==> config.mk <==
export PLATFORM = sky130hd
export DESIGN_NAME = i2c_eeprom_target
export DESIGN_NICKNAME = d
export VERILOG_FILES = /design/src/rtl/eeprom_pkg.sv /design/src/rtl/eeprom_ctrl.sv /design/src/rtl/eeprom_dp.sv /design/src/rtl/i2c_eeprom_target.sv
export SDC_FILE = /design/constraint.sdc
export NUM_CORES = 2
export LEC_CHECK = 0
export ABC_AREA = 0
export BUFFER_PORTS_ARGS = -buffer_cell sky130_fd_sc_hd__buf_4
export CAP_MARGIN = 20
export CORE_MARGIN = 2
export CORE_UTILIZATION = 28
export CTS_CLUSTER_SIZE = 24
export DETAILED_ROUTE_END_ITERATION = 12
export PLACE_DENSITY = 0.49
export SYNTH_ARGS = -nofsm -noshare
export SYNTH_HDL_FRONTEND = slang
export SYNTH_HIERARCHICAL = 1
export SYNTH_SLANG_ARGS = --single-unit
export TNS_END_PERCENT = 100
==> constraint.sdc <==
create_clock -name clk -period 7.35 [get_ports clk]
set_clock_uncertainty 0.2 [all_clocks]
set_input_delay 0 -clock clk [delete_from_list [all_inputs] [get_ports clk]]
set_output_delay 0 -clock clk [all_outputs]
set_load 0.01 [all_outputs]
==> src/rtl/eeprom_pkg.sv <==
package eeprom_pkg;

  typedef enum logic [3:0] {
    ST_IDLE,
    ST_DEV,
    ST_DEV_ACK_W,
    ST_DEV_ACK_R,
    ST_ADDR,
    ST_ADDR_ACK,
    ST_WDATA,
    ST_WDATA_ACK,
    ST_TX,
    ST_RACK
  } busState_e;

  // strobes from the bus controller to the datapath
  typedef struct packed {
    logic rxBit;     // synchronized SDA level
    logic shIn;      // shift rxBit into the receive register
    logic ldAddr;    // received byte becomes the word pointer
    logic bufPush;   // received byte goes into the holding buffer
    logic clrBuf;    // drop the holding buffer
    logic ldOut;     // fetch byte at pointer, drive its MSB
    logic shOut;     // advance to next transmit bit
    logic ackDrive;  // pull SDA low for an acknowledge
    logic relSda;    // release SDA
    logic progGo;    // stop seen: commit buffer if it holds data
  } dpStrobe_t;

endpackage

==> src/rtl/eeprom_ctrl.sv <==
module eeprom_ctrl
  import eeprom_pkg::*;
#(
  parameter logic [6:0] DEV_ADDR = 7'b1010000
) (
  input  logic       clk,
  input  logic       rstN,
  input  logic       sclIn,
  input  logic       sdaIn,
  input  logic [7:0] rxByte,
  input  logic       busy,
  input  logic       bufFull,
  output dpStrobe_t  strb,
  output busState_e  state,
  output logic       sclSync,
  output logic       stopSeen
);

  logic [1:0] sclPipe, sdaPipe;
  logic       sclDly, sdaDly;
  logic       sclS, sdaS;
  logic       sclRise, sclFall, startDet, stopDet;

  busState_e  stateNext;
  logic [3:0] bitCnt, bitCntNext;
  logic       mAck, mAckNext;

  always_ff @(posedge clk or negedge rstN) begin
    if (!rstN) begin
      sclPipe <= 2'b11;
      sdaPipe <= 2'b11;
      sclDly  <= 1'b1;
      sdaDly  <= 1'b1;
    end else begin
      sclPipe <= {sclPipe[0], sclIn};
      sdaPipe <= {sdaPipe[0], sdaIn};
      sclDly  <= sclPipe[1];
      sdaDly  <= sdaPipe[1];
    end
  end

  assign sclS     = sclPipe[1];
  assign sdaS     = sdaPipe[1];
  assign sclRise  = sclS & ~sclDly;
  assign sclFall  = ~sclS & sclDly;
  assign startDet = sclS & sclDly & sdaDly & ~sdaS;
  assign stopDet  = sclS & sclDly & ~sdaDly & sdaS;
  assign sclSync  = sclS;
  assign stopSeen = stopDet;

  always_comb begin
    strb       = '0;
    strb.rxBit = sdaS;
    stateNext  = state;
    bitCntNext = bitCnt;
    mAckNext   = mAck;
    if (stopDet) begin
      stateNext   = ST_IDLE;
      strb.relSda = 1'b1;
      strb.progGo = ~busy;
    end else if (startDet) begin
      strb.relSda = 1'b1;
      if (!busy) begin
        stateNext    = ST_DEV;
        bitCntNext   = '0;
        strb.clrBuf  = 1'b1;
      end else begin
        stateNext = ST_IDLE;
      end
    end else begin
      case (state)
        ST_DEV, ST_ADDR, ST_WDATA: begin
          if (sclRise && bitCnt != 4'd8) begin
            strb.shIn  = 1'b1;
            bitCntNext = bitCnt + 4'd1;
          end else if (sclFall && bitCnt == 4'd8) begin
            bitCntNext = '0;
            case (state)
              ST_DEV: begin
                if (rxByte[7:1] == DEV_ADDR && !busy) begin
                  strb.ackDrive = 1'b1;
                  stateNext     = rxByte[0] ? ST_DEV_ACK_R : ST_DEV_ACK_W;
                end else begin
                  stateNext = ST_IDLE;
                end
              end
              ST_ADDR: begin
                strb.ackDrive = 1'b1;
                strb.ldAddr   = 1'b1;
                stateNext     = ST_ADDR_ACK;
              end
              default: begin
                if (!bufFull) begin
                  strb.ackDrive = 1'b1;
                  strb.bufPush  = 1'b1;
                  stateNext     = ST_WDATA_ACK;
                end else begin
                  stateNext = ST_IDLE;
                end
              end
            endcase
          end
        end
        ST_DEV_ACK_W: if (sclFall) begin
          strb.relSda = 1'b1;
          stateNext   = ST_ADDR;
        end
        ST_ADDR_ACK, ST_WDATA_ACK: if (sclFall) begin
          strb.relSda = 1'b1;
          stateNext   = ST_WDATA;
        end
        ST_DEV_ACK_R: if (sclFall) begin
          strb.ldOut = 1'b1;
          bitCntNext = '0;
          stateNext  = ST_TX;
        end
        ST_TX: begin
          if (sclRise) begin
            bitCntNext = bitCnt + 4'd1;
          end else if (sclFall) begin
            if (bitCnt == 4'd8) begin
              strb.relSda = 1'b1;
              bitCntNext  = '0;
              stateNext   = ST_RACK;
            end else begin
              strb.shOut = 1'b1;
            end
          end
        end
        ST_RACK: begin
          if (sclRise) begin
            mAckNext = ~sdaS;
          end else if (sclFall) begin
            if (mAck) begin
              strb.ldOut = 1'b1;
              bitCntNext = '0;
              stateNext  = ST_TX;
            end else begin
              stateNext = ST_IDLE;
            end
          end
        end
        default: stateNext = ST_IDLE;
      endcase
    end
  end

  always_ff @(posedge clk or negedge rstN) begin
    if (!rstN) begin
      state  <= ST_IDLE;
      bitCnt <= '0;
      mAck   <= 1'b0;
    end else begin
      state  <= stateNext;
      bitCnt <= bitCntNext;
      mAck   <= mAckNext;
    end
  end

endmodule

==> src/rtl/eeprom_dp.sv <==
module eeprom_dp
  import eeprom_pkg::*;
#(
  parameter int ADDR_W      = 8,
  parameter int BUF_DEPTH   = 16,
  parameter int PROG_CYCLES = 600000
) (
  input  logic       clk,
  input  logic       rstN,
  input  dpStrobe_t  strb,
  output logic [7:0] rxByte,
  output logic       busy,
  output logic       bufFull,
  output logic       sdaOe
);

  localparam int MEM_DEPTH = 1 << ADDR_W;
  localparam int IDX_W     = $clog2(BUF_DEPTH);
  localparam int CNT_W     = $clog2(BUF_DEPTH + 1);
  localparam int PROG_EFF  = (PROG_CYCLES > BUF_DEPTH) ? PROG_CYCLES : BUF_DEPTH;
  localparam int PROG_W    = $clog2(PROG_EFF + 1);

  logic [7:0]        mem    [MEM_DEPTH];
  logic [7:0]        bufMem [BUF_DEPTH];
  logic [CNT_W-1:0]  bufCnt, commitIdx;
  logic [ADDR_W-1:0] bufBase, wordPtr, commitAddr;
  logic [PROG_W-1:0] progCnt;
  logic [7:0]        rxShift, txShift, memOut;
  logic              sdaOeR, committing;

  assign committing = (progCnt != '0) && (commitIdx < bufCnt);
  assign commitAddr = bufBase + ADDR_W'(commitIdx);
  assign memOut     = mem[wordPtr];

  // array: filled from the holding buffer, one byte per clock, during the interval
  always_ff @(posedge clk or negedge rstN) begin
    if (!rstN) begin
      for (int i = 0; i < MEM_DEPTH; i++) mem[i] <= 8'hFF;
    end else if (committing) begin
      mem[commitAddr] <= bufMem[commitIdx[IDX_W-1:0]];
    end
  end

  always_ff @(posedge clk) begin
    if (strb.bufPush) bufMem[bufCnt[IDX_W-1:0]] <= rxShift;
  end

  always_ff @(posedge clk or negedge rstN) begin
    if (!rstN) begin
      bufCnt    <= '0;
      bufBase   <= '0;
      commitIdx <= '0;
      progCnt   <= '0;
    end else begin
      if (progCnt != '0) progCnt <= progCnt - 1'b1;
      else if (strb.progGo && bufCnt != '0) progCnt <= PROG_W'(PROG_EFF);

      if (strb.progGo && progCnt == '0) commitIdx <= '0;
      else if (committing) commitIdx <= commitIdx + 1'b1;

      if (strb.clrBuf) begin
        bufCnt <= '0;
      end else if (strb.bufPush) begin
        if (bufCnt == '0) bufBase <= wordPtr;
        bufCnt <= bufCnt + 1'b1;
      end else if (progCnt == PROG_W'(1)) begin
        bufCnt <= '0;
      end
    end
  end

  always_ff @(posedge clk or negedge rstN) begin
    if (!rstN) begin
      wordPtr <= '0;
      rxShift <= '0;
      txShift <= '0;
      sdaOeR  <= 1'b0;
    end else begin
      if (strb.shIn) rxShift <= {rxShift[6:0], strb.rxBit};

      if (strb.ldAddr) wordPtr <= rxShift[ADDR_W-1:0];
      else if (strb.bufPush || strb.ldOut) wordPtr <= wordPtr + 1'b1;

      if (strb.ldOut) txShift <= memOut;
      else if (strb.shOut) txShift <= {txShift[6:0], 1'b0};

      if (strb.relSda) sdaOeR <= 1'b0;
      else if (strb.ackDrive) sdaOeR <= 1'b1;
      else if (strb.ldOut) sdaOeR <= ~memOut[7];
      else if (strb.shOut) sdaOeR <= ~txShift[6];
    end
  end

  assign rxByte  = rxShift;
  assign busy    = (progCnt != '0);
  assign bufFull = (bufCnt == CNT_W'(BUF_DEPTH));
  assign sdaOe   = sdaOeR;

endmodule

==> src/rtl/i2c_eeprom_target.sv <==
module i2c_eeprom_target
  import eeprom_pkg::*;
#(
  parameter logic [6:0] DEV_ADDR    = 7'b1010000,
  parameter int         ADDR_W      = 8,
  parameter int         BUF_DEPTH   = 16,
  parameter int         PROG_CYCLES = 600000
) (
  input  logic clk,
  input  logic rstN,
  input  logic sclIn,
  input  logic sdaIn,
  output logic sdaOe
);

  dpStrobe_t  strb;
  busState_e  state;
  logic       sclSync, stopSeen, busy, bufFull;
  logic [7:0] rxByte;

  eeprom_ctrl #(
    .DEV_ADDR (DEV_ADDR)
  ) u_ctrl (
    .clk      (clk),
    .rstN     (rstN),
    .sclIn    (sclIn),
    .sdaIn    (sdaIn),
    .rxByte   (rxByte),
    .busy     (busy),
    .bufFull  (bufFull),
    .strb     (strb),
    .state    (state),
    .sclSync  (sclSync),
    .stopSeen (stopSeen)
  );

  eeprom_dp #(
    .ADDR_W      (ADDR_W),
    .BUF_DEPTH   (BUF_DEPTH),
    .PROG_CYCLES (PROG_CYCLES)
  ) u_dp (
    .clk     (clk),
    .rstN    (rstN),
    .strb    (strb),
    .rxByte  (rxByte),
    .busy    (busy),
    .bufFull (bufFull),
    .sdaOe   (sdaOe)
  );

endmodule

## Word-level counts from Yosys, hierarchy flattened

Memory sizes are Yosys's and may differ from the RTL's.
Cells that the tools add are included.

| word-level totals | value |
|---|---|
| memory bits (writable) | 128 |
| word-level logic and storage cells | 448 |
| register bits after elaboration | 2125 |
| input bits | 4 |
| output and inout port bits | 1 |
| memories | 1 |

Memories:

| memory | depth | bits a word | rd ports | clocked after memory_dff | write ports | line | text |
|---|---|---|---|---|---|---|---|
| u_dp.bufMem | 16 | 8 | 1 | 0 | 1 | eeprom_dp.sv:24 | `logic [7:0] bufMem [BUF_DEPTH];` |

| cells by class | value |
|---|---|
| equal/unequal tests | 32 |
| reductions and logical operators | 28 |
| bitwise operators | 19 |
| add/sub/neg operators | 6 |
| $lt $le $gt $ge | 4 |
| muxes and demuxes | 87 |

Operator list:

| kind | number |
|---|---|
| bitwise mux 2048 bit | 1 |
| two-way mux 4 bit | 25 |
| binary-select mux 8 bit (select 8 bit) | 1 |
| demux 8 bit (select 8 bit) | 1 |
| two-way mux 20 bit | 2 |
| two-way mux 8 bit | 5 |
| two-way mux 1 bit | 32 |
| inequality test 4 x 2 -> 1 bit (second input constant) | 7 |
| two-way mux 5 bit | 5 |
| one-hot mux 4 bit (6 select lines) | 1 |
| two-way mux 7 bit | 3 |
| == test 20 x 1 -> 1 bit (second input constant) | 1 |
| logical NOT 20 bit | 1 |
| AND reduction 10 bit | 2 |
| nonzero test 20 bit | 1 |
| subtractor 20 x 1 -> 20 bit (second input constant) | 1 |
| greater-or-equal comparator 9 bit (second input constant) | 2 |
| inverter 8 -> 9 bit | 2 |
| == test 4 x 3 -> 1 bit (second input constant) | 4 |
| one-hot mux 4 bit (4 select lines) | 1 |
| == test 4 bit (second input constant) | 3 |
| two-way mux 3 bit | 4 |
| inequality test 4 x 1 -> 1 bit (second input constant) | 3 |
| inequality test 4 bit (second input constant) | 3 |
| other kinds (31) | 65 |

## Logic depth before layout (Yosys ltp)

| depth | value |
|---|---|
| word-level depth | 14 |
| mapped depth | 13 |
| mapped depth without buffers | 10 |

## Modules after synthesis

The synthesis kept the hierarchy.

By module, submodules not included:

| module | cells each | instances | sequential area each (um2) | area an instance (um2) |
|---|---|---|---|---|
| eeprom_dp | 6640 | 1 | 59206.8 | 106226.9 |
| eeprom_ctrl | 151 | 1 | 382.9 | 1336.3 |

## Worst setup path after synthesis

OpenSTA, ideal clock, no wires.

| path | value |
|---|---|
| path kind | flip-flop to flip-flop |
| from | register u_dp.commitIdx[0] |
| to | register u_dp/mem[1800] (netlist bit) |
| path buffers | 2 |
| setup time | 0.082 ns |
| required time | 7.068 ns |
| clock period less this slack | 3.653 ns |
| stages on the path, launching flop included | 12 |
| arrival | 3.371 ns |
| path slack | 3.697 ns |
| path through | dfrtp_1 > ha_1 > fa_1 > a21o_1 > a21o_2 > a21oi_2 > or3_1 > buf_2 > buf_4 > nand4_2 > nor3_4 > mux2_2 |

| between the ends | value |
|---|---|
| word-level cells in the longest chain between the ends | 7 |
| elaborated cells on any way between the ends | 11 |
| classes of those cells | add/sub: 1; order compare: 3; mux: 3; bitwise: 1; reduce/logical: 2; memory: 1 |

Ends and longest elaborated chain:

| what | line | text |
|---|---|---|
| from (decl) | eeprom_dp.sv:25 | `logic [CNT_W-1:0] bufCnt, commitIdx;` |
| from (signal assigned) | eeprom_dp.sv:59 | `else if (committing) commitIdx <= commitIdx + 1'b1;` |
| adder 8 x 5 -> 8 bit | eeprom_dp.sv:32 | `assign commitAddr = bufBase + ADDR_W'(commitIdx);` |
| inverter 8 -> 9 bit (not written as such) | eeprom_dp.sv:40 | `mem[commitAddr] <= bufMem[commitIdx[IDX_W-1:0]];` |
| greater-or-equal comparator 9 bit (not written as such) / less-than comparator 9 x 1 -> 1 bit (equally long branches) | eeprom_dp.sv:40 |  |
| logical AND 1 bit (not written as such) | eeprom_dp.sv:40 |  |
| two-way mux 8 bit (not written as such) | eeprom_dp.sv:40 |  |
| demux 8 bit (select 8 bit) | eeprom_dp.sv:40 |  |
| bitwise mux 2048 bit | eeprom_dp.sv:40 |  |
| to (signal, indexed assignment) | eeprom_dp.sv:40 |  |
| to (decl) | eeprom_dp.sv:23 | `logic [7:0] mem [MEM_DEPTH];` |

Several ways; a longest one is shown, not always the timed one.
A chain may end at the register's enable or synchronous reset.

## Worst setup path after layout

| path | value |
|---|---|
| from | register u_dp.commitIdx[0] |
| to | register u_dp/mem[1626] (netlist bit) |

Same word-level chain as after synthesis.

==> summary.md <==
| Metric | Value |
|---|---|
| Average wire length per cell after detail routing | `27.6 um` |
| Number of standard cells in the final layout excluding fillers | `12000` |
| CTS HTree Levels | `5` |
| Startpoint type of the worst setup path | `register` |
| F_max | `203 MHz` |
| Net total in the final layout | `6755` |
| Cell row count | `227` |
| Hold Violations, Final | `0` |
| Fraction of final layout cells sized beyond drive strength 1 | `79.8%` |
| FFs w/ async S/R, synth | `94.3%` |
| Most area-hungry cell type in the Yosys netlist | `dfstp_2` |
| Mapped Cells | `6791` |
| PD cells | `212 nW/um^2` |
| Initial core utilization | `28.1%` |
| Setup_tns | `0 ps` |
| Via count | `61400` |
| Worst R2R Path Depth | `10` |
| First-pass GRT wire length | `482 mm` |
| Largest net degree at the start of global routing | `190` |
| Routed wire length | `330 mm` |
| Clock Sink Count | `2253` |
| Data arrival time at the worst-slack endpoint | `5550 ps` |
| Placer congestion estimate | `0.821` |
| Post-synth net total | `6819` |
| Number of buffers inserted by post-CTS setup repair | `0` |
| Number of antenna violations at the first check in global routing | `20` |
| Req. time, crit path | `7970 ps` |
| Reg-to-Reg Start | `u_dp/commitIdx[0]` |
| Time the worst path needs with I/O delays and setup | `4930 ps` |
| Final critical-path setup slack | `2420 ps` |
| R2R Path End | `u_dp/mem[1626]` |
| Final period util | `67.1%` |
| Initial drt markers | `4062` |
| Worst hold margin | `42.1 ps` |
| Buffers on Ports | `4` |
| Internal reg-to-reg setup slack | `2420 ps` |
| Drt pass-1 iters | `5` |
| Area after DPL | `114000 um^2` |
| Aggregate global-route resource usage | `16.7%` |
| CP cell instances | `ha_1 -> fa_1 -> a21o_1 -> a21o_2 -> a21oi_2 -> or3_1 -> nand3_2 -> buf_4 -> nor4_4 -> mux2_2` |
| Die Footprint | `389000 um^2` |
| Crit Path Max Fanout | `13` |
| Clock root buffer master | `clkbuf_16` |
| Pin slew with the least headroom to its limit | `1270 ps` |
| Placement-stage worst setup slack | `2460 ps` |
| Count of yosys warnings during synthesis | `6` |
| Count of different cell masters after synthesis | `100` |
| Share of Yosys cell area claimed by the top area cell type | `50.2%` |
| Largest stage delay on the critical path | `740 ps` |
| Clock Latency Late Sink | `890 ps` |
| Remaining routing DRC violations | `0` |
| Number of enable-type register cells in the synthesized netlist | `128` |
| Ys flop type | `dfstp_2` |
| Slew headroom | `13.4%` |
| Detail Placement HPWL | `210 mm` |
| Critical setup path kind | `register to register` |
| Clock tree from TritonCTS | `built` |
| Fill cell count | `37100` |
| Height of the die | `624 um` |
| Number of global-route vias before repair | `64900` |
| Area growth, synth to finish | `13.7%` |
| Total congestion overflow after global routing | `0` |
| Post-synthesis instance area | `108000 um^2` |
| Number of buffers created by CTS | `268` |
| Placed insts | `11500` |
| Maximum resistive drop on vdd | `0.168 mV` |
| Final setup violating endpoints | `0` |
| Mean post-synth cell area | `15.8 um^2` |
| Hold crit path type | `primary input to async pin` |
| Max stage delay cell, worst path | `nor4_4` |
| Seq cells post-synth | `2253` |
| Routed Antenna Nets | `0` |
| Unrepaired setup endpoints after global routing | `false` |
| Total count of max-transition violations in the final report | `0` |
| Outcome | `complete, no violations` |
| Core Area | `382000 um^2` |
| Sort of element at the end of the critical path | `register` |
| Cell area after layout | `122000 um^2` |
| Top cells by area in the synthesized netlist | `dfstp_2 (50%), mux2_2 (22%), mux4_2 (10%), edfxtp_1 (3.6%), dfrtp_1 (1.7%)` |
| Maxcap violations | `0` |
| Number of I/O pins | `5` |
| Pleak | `46.4 nW` |
| Die X-Extent | `624 um` |
| Sequential area share after synthesis | `55.4%` |
| Clock tree buffer depth | `4` |
| DR vias/cell | `5.13` |
| Clock-pin transition on the worst setup and hold timing paths | `60 ps` |
## kinds of logic (layout without fill, tap and decap cells)
logic type	count (synthesis)	after routing	synth area share, %
xor gates and xnor gates	24	24	0.209
buffers and inverters	550	688	2.22
and+or+nand+nor	675	675	4.79
DFF	2253	2253	55.4
other	0	3	0
adders and majority gates	24	24	0.286
AOI/OAI and AO/OA	520	520	3.51
muxes	2745	2745	33.6
## repair_timing
item                                   4_1_cts  5_1_grt
hold buffers                                 5        0
gates resized for setup                      0        0
endpoints found under the hold margin      304        0
## critical path: cells and delay by family (launching register included)
| family | cells | cell delay [ps] |
|---|---|---|
| AND/OR/NAND/NOR | 3 | 1990 |
| AO/OA/AOI/OAI | 3 | 710 |
| adder cells (fa/ha/maj) | 2 | 670 |
| buffers and inverters | 1 | 450 |
| multiplexers | 1 | 410 |
| flip-flops | 1 | 400 |
## report_power, final
part | total, W | leakage, nW | switching (W) | internal [W]
combinational | 0.000283 | 18.9 | 0.000249 | 0.0000342
clock | 0.0130 | 4.19 | 0.00546 | 0.00755
sequential | 0.0126 | 23.3 | 0.0000224 | 0.0126
## metrics by stage
stage          util, %  power, W
3_5_place_dp      29.7    0.0131
3_3_place_gp      29.7    0.0131
6_report          32.0    0.0259
4_1_cts           32.0    0.0263
2_1_floorplan        -    0.0128
5_1_grt           32.0    0.0269
## layout by cell type (no fill, tap or decap), types with 25 or more instances in the layout
| master | instances |
|---|---|
| a21oi_1 | 77 |
| a22oi_1 | 124 |
| buf_12 | 27 |
| buf_4 | 152 |
| clkbuf_1 | 74 |
| clkbuf_16 | 272 |
| clkbuf_8 | 49 |
| clkinv_2 | 31 |
| dfrtp_1 | 63 |
| dfstp_2 | 2054 |
| edfxtp_1 | 128 |
| mux2_2 | 2121 |
| mux2i_1 | 128 |
| mux4_2 | 469 |
| nand2_1 | 108 |
| nand3_1 | 36 |
| nand3_2 | 67 |
| nand4_1 | 77 |
| nor2_1 | 70 |
| nor3_1 | 27 |
| nor3_2 | 53 |
| nor4_2 | 25 |
| nor4_4 | 38 |
| o21ai_0 | 44 |
| o221ai_1 | 31 |
| o22ai_1 | 79 |
## sequential cells by signal, indices dropped and copies added, names as in the netlist
| register | cells |
|---|---|
| u_ctrl/bitCnt | 4 |
| u_ctrl/mAck | 1 |
| u_ctrl/sclDly | 1 |
| u_ctrl/sclPipe | 2 |
| u_ctrl/sdaDly | 1 |
| u_ctrl/sdaPipe | 2 |
| u_ctrl/state | 4 |
| u_dp/bufBase | 8 |
| u_dp/bufCnt | 5 |
| u_dp/bufMem | 128 |
| u_dp/commitIdx | 5 |
| u_dp/mem | 2048 |
| u_dp/progCnt | 20 |
| u_dp/rxByte | 8 |
| u_dp/sdaOe | 1 |
| u_dp/txShift | 7 |
| u_dp/wordPtr | 8 |
## cell usage after synthesis (all sizes together), types with 11 or more instances
cell type and number:
o22ai 79, nor2 79, mux2i 128, o211ai 18, nand2 116, xnor2 14, and2 11, ha 23
o221ai 31, nand3 103, o21ai 49, inv 22, nand4 80, edfxtp 128, a211oi 31, a31oi 16
nor3 104, clkbuf 363, nor4 70, buf 164, dfstp 2054, nand2b 18, dfrtp 71, nor2b 21
mux4 477, a21oi 81, mux2 2140, a22oi 125, and3 16
## area by class of cell
cell class,instances,area [um^2],area share (%)
Tap cell,5038,6300,5.16
Inverter,23,86.3,0.0706
Sequential cell,2253,59600,48.8
Clock inverter,77,798,0.653
Clock buffer,395,7760,6.35
Timing Repair Buffer,193,1870,1.53
Antenna cell,3,7.51,0.00614
Multi-Input combinational cell,3988,45800,37.5
## layer usage
layer	up-vias	part of all wire [%]	global-route usage (%)
met3	506	4.9	2.98
met1	33800	45	22.7
met2	1337	47	26.9
met4	8	3.6	5.53
li1	25800	-	-
met5	-	0.013	0
## how the worst max path moves through the flow
stage	start	end	depth (start not counted)
3_5_place_dp	u_dp/commitIdx[2]	u_dp/mem[575]	8
3_3_place_gp	u_dp/commitIdx[0]	u_dp/mem[857]	9
2_1_floorplan	u_dp/commitIdx[0]	u_dp/mem[1800]	11
6_report	u_dp/commitIdx[0]	u_dp/mem[1626]	10
5_1_grt	u_dp/commitIdx[0]	u_dp/mem[1625]	10
4_1_cts	u_dp/commitIdx[2]	u_dp/mem[575]	8
Power figures use the tool's default switching activity.
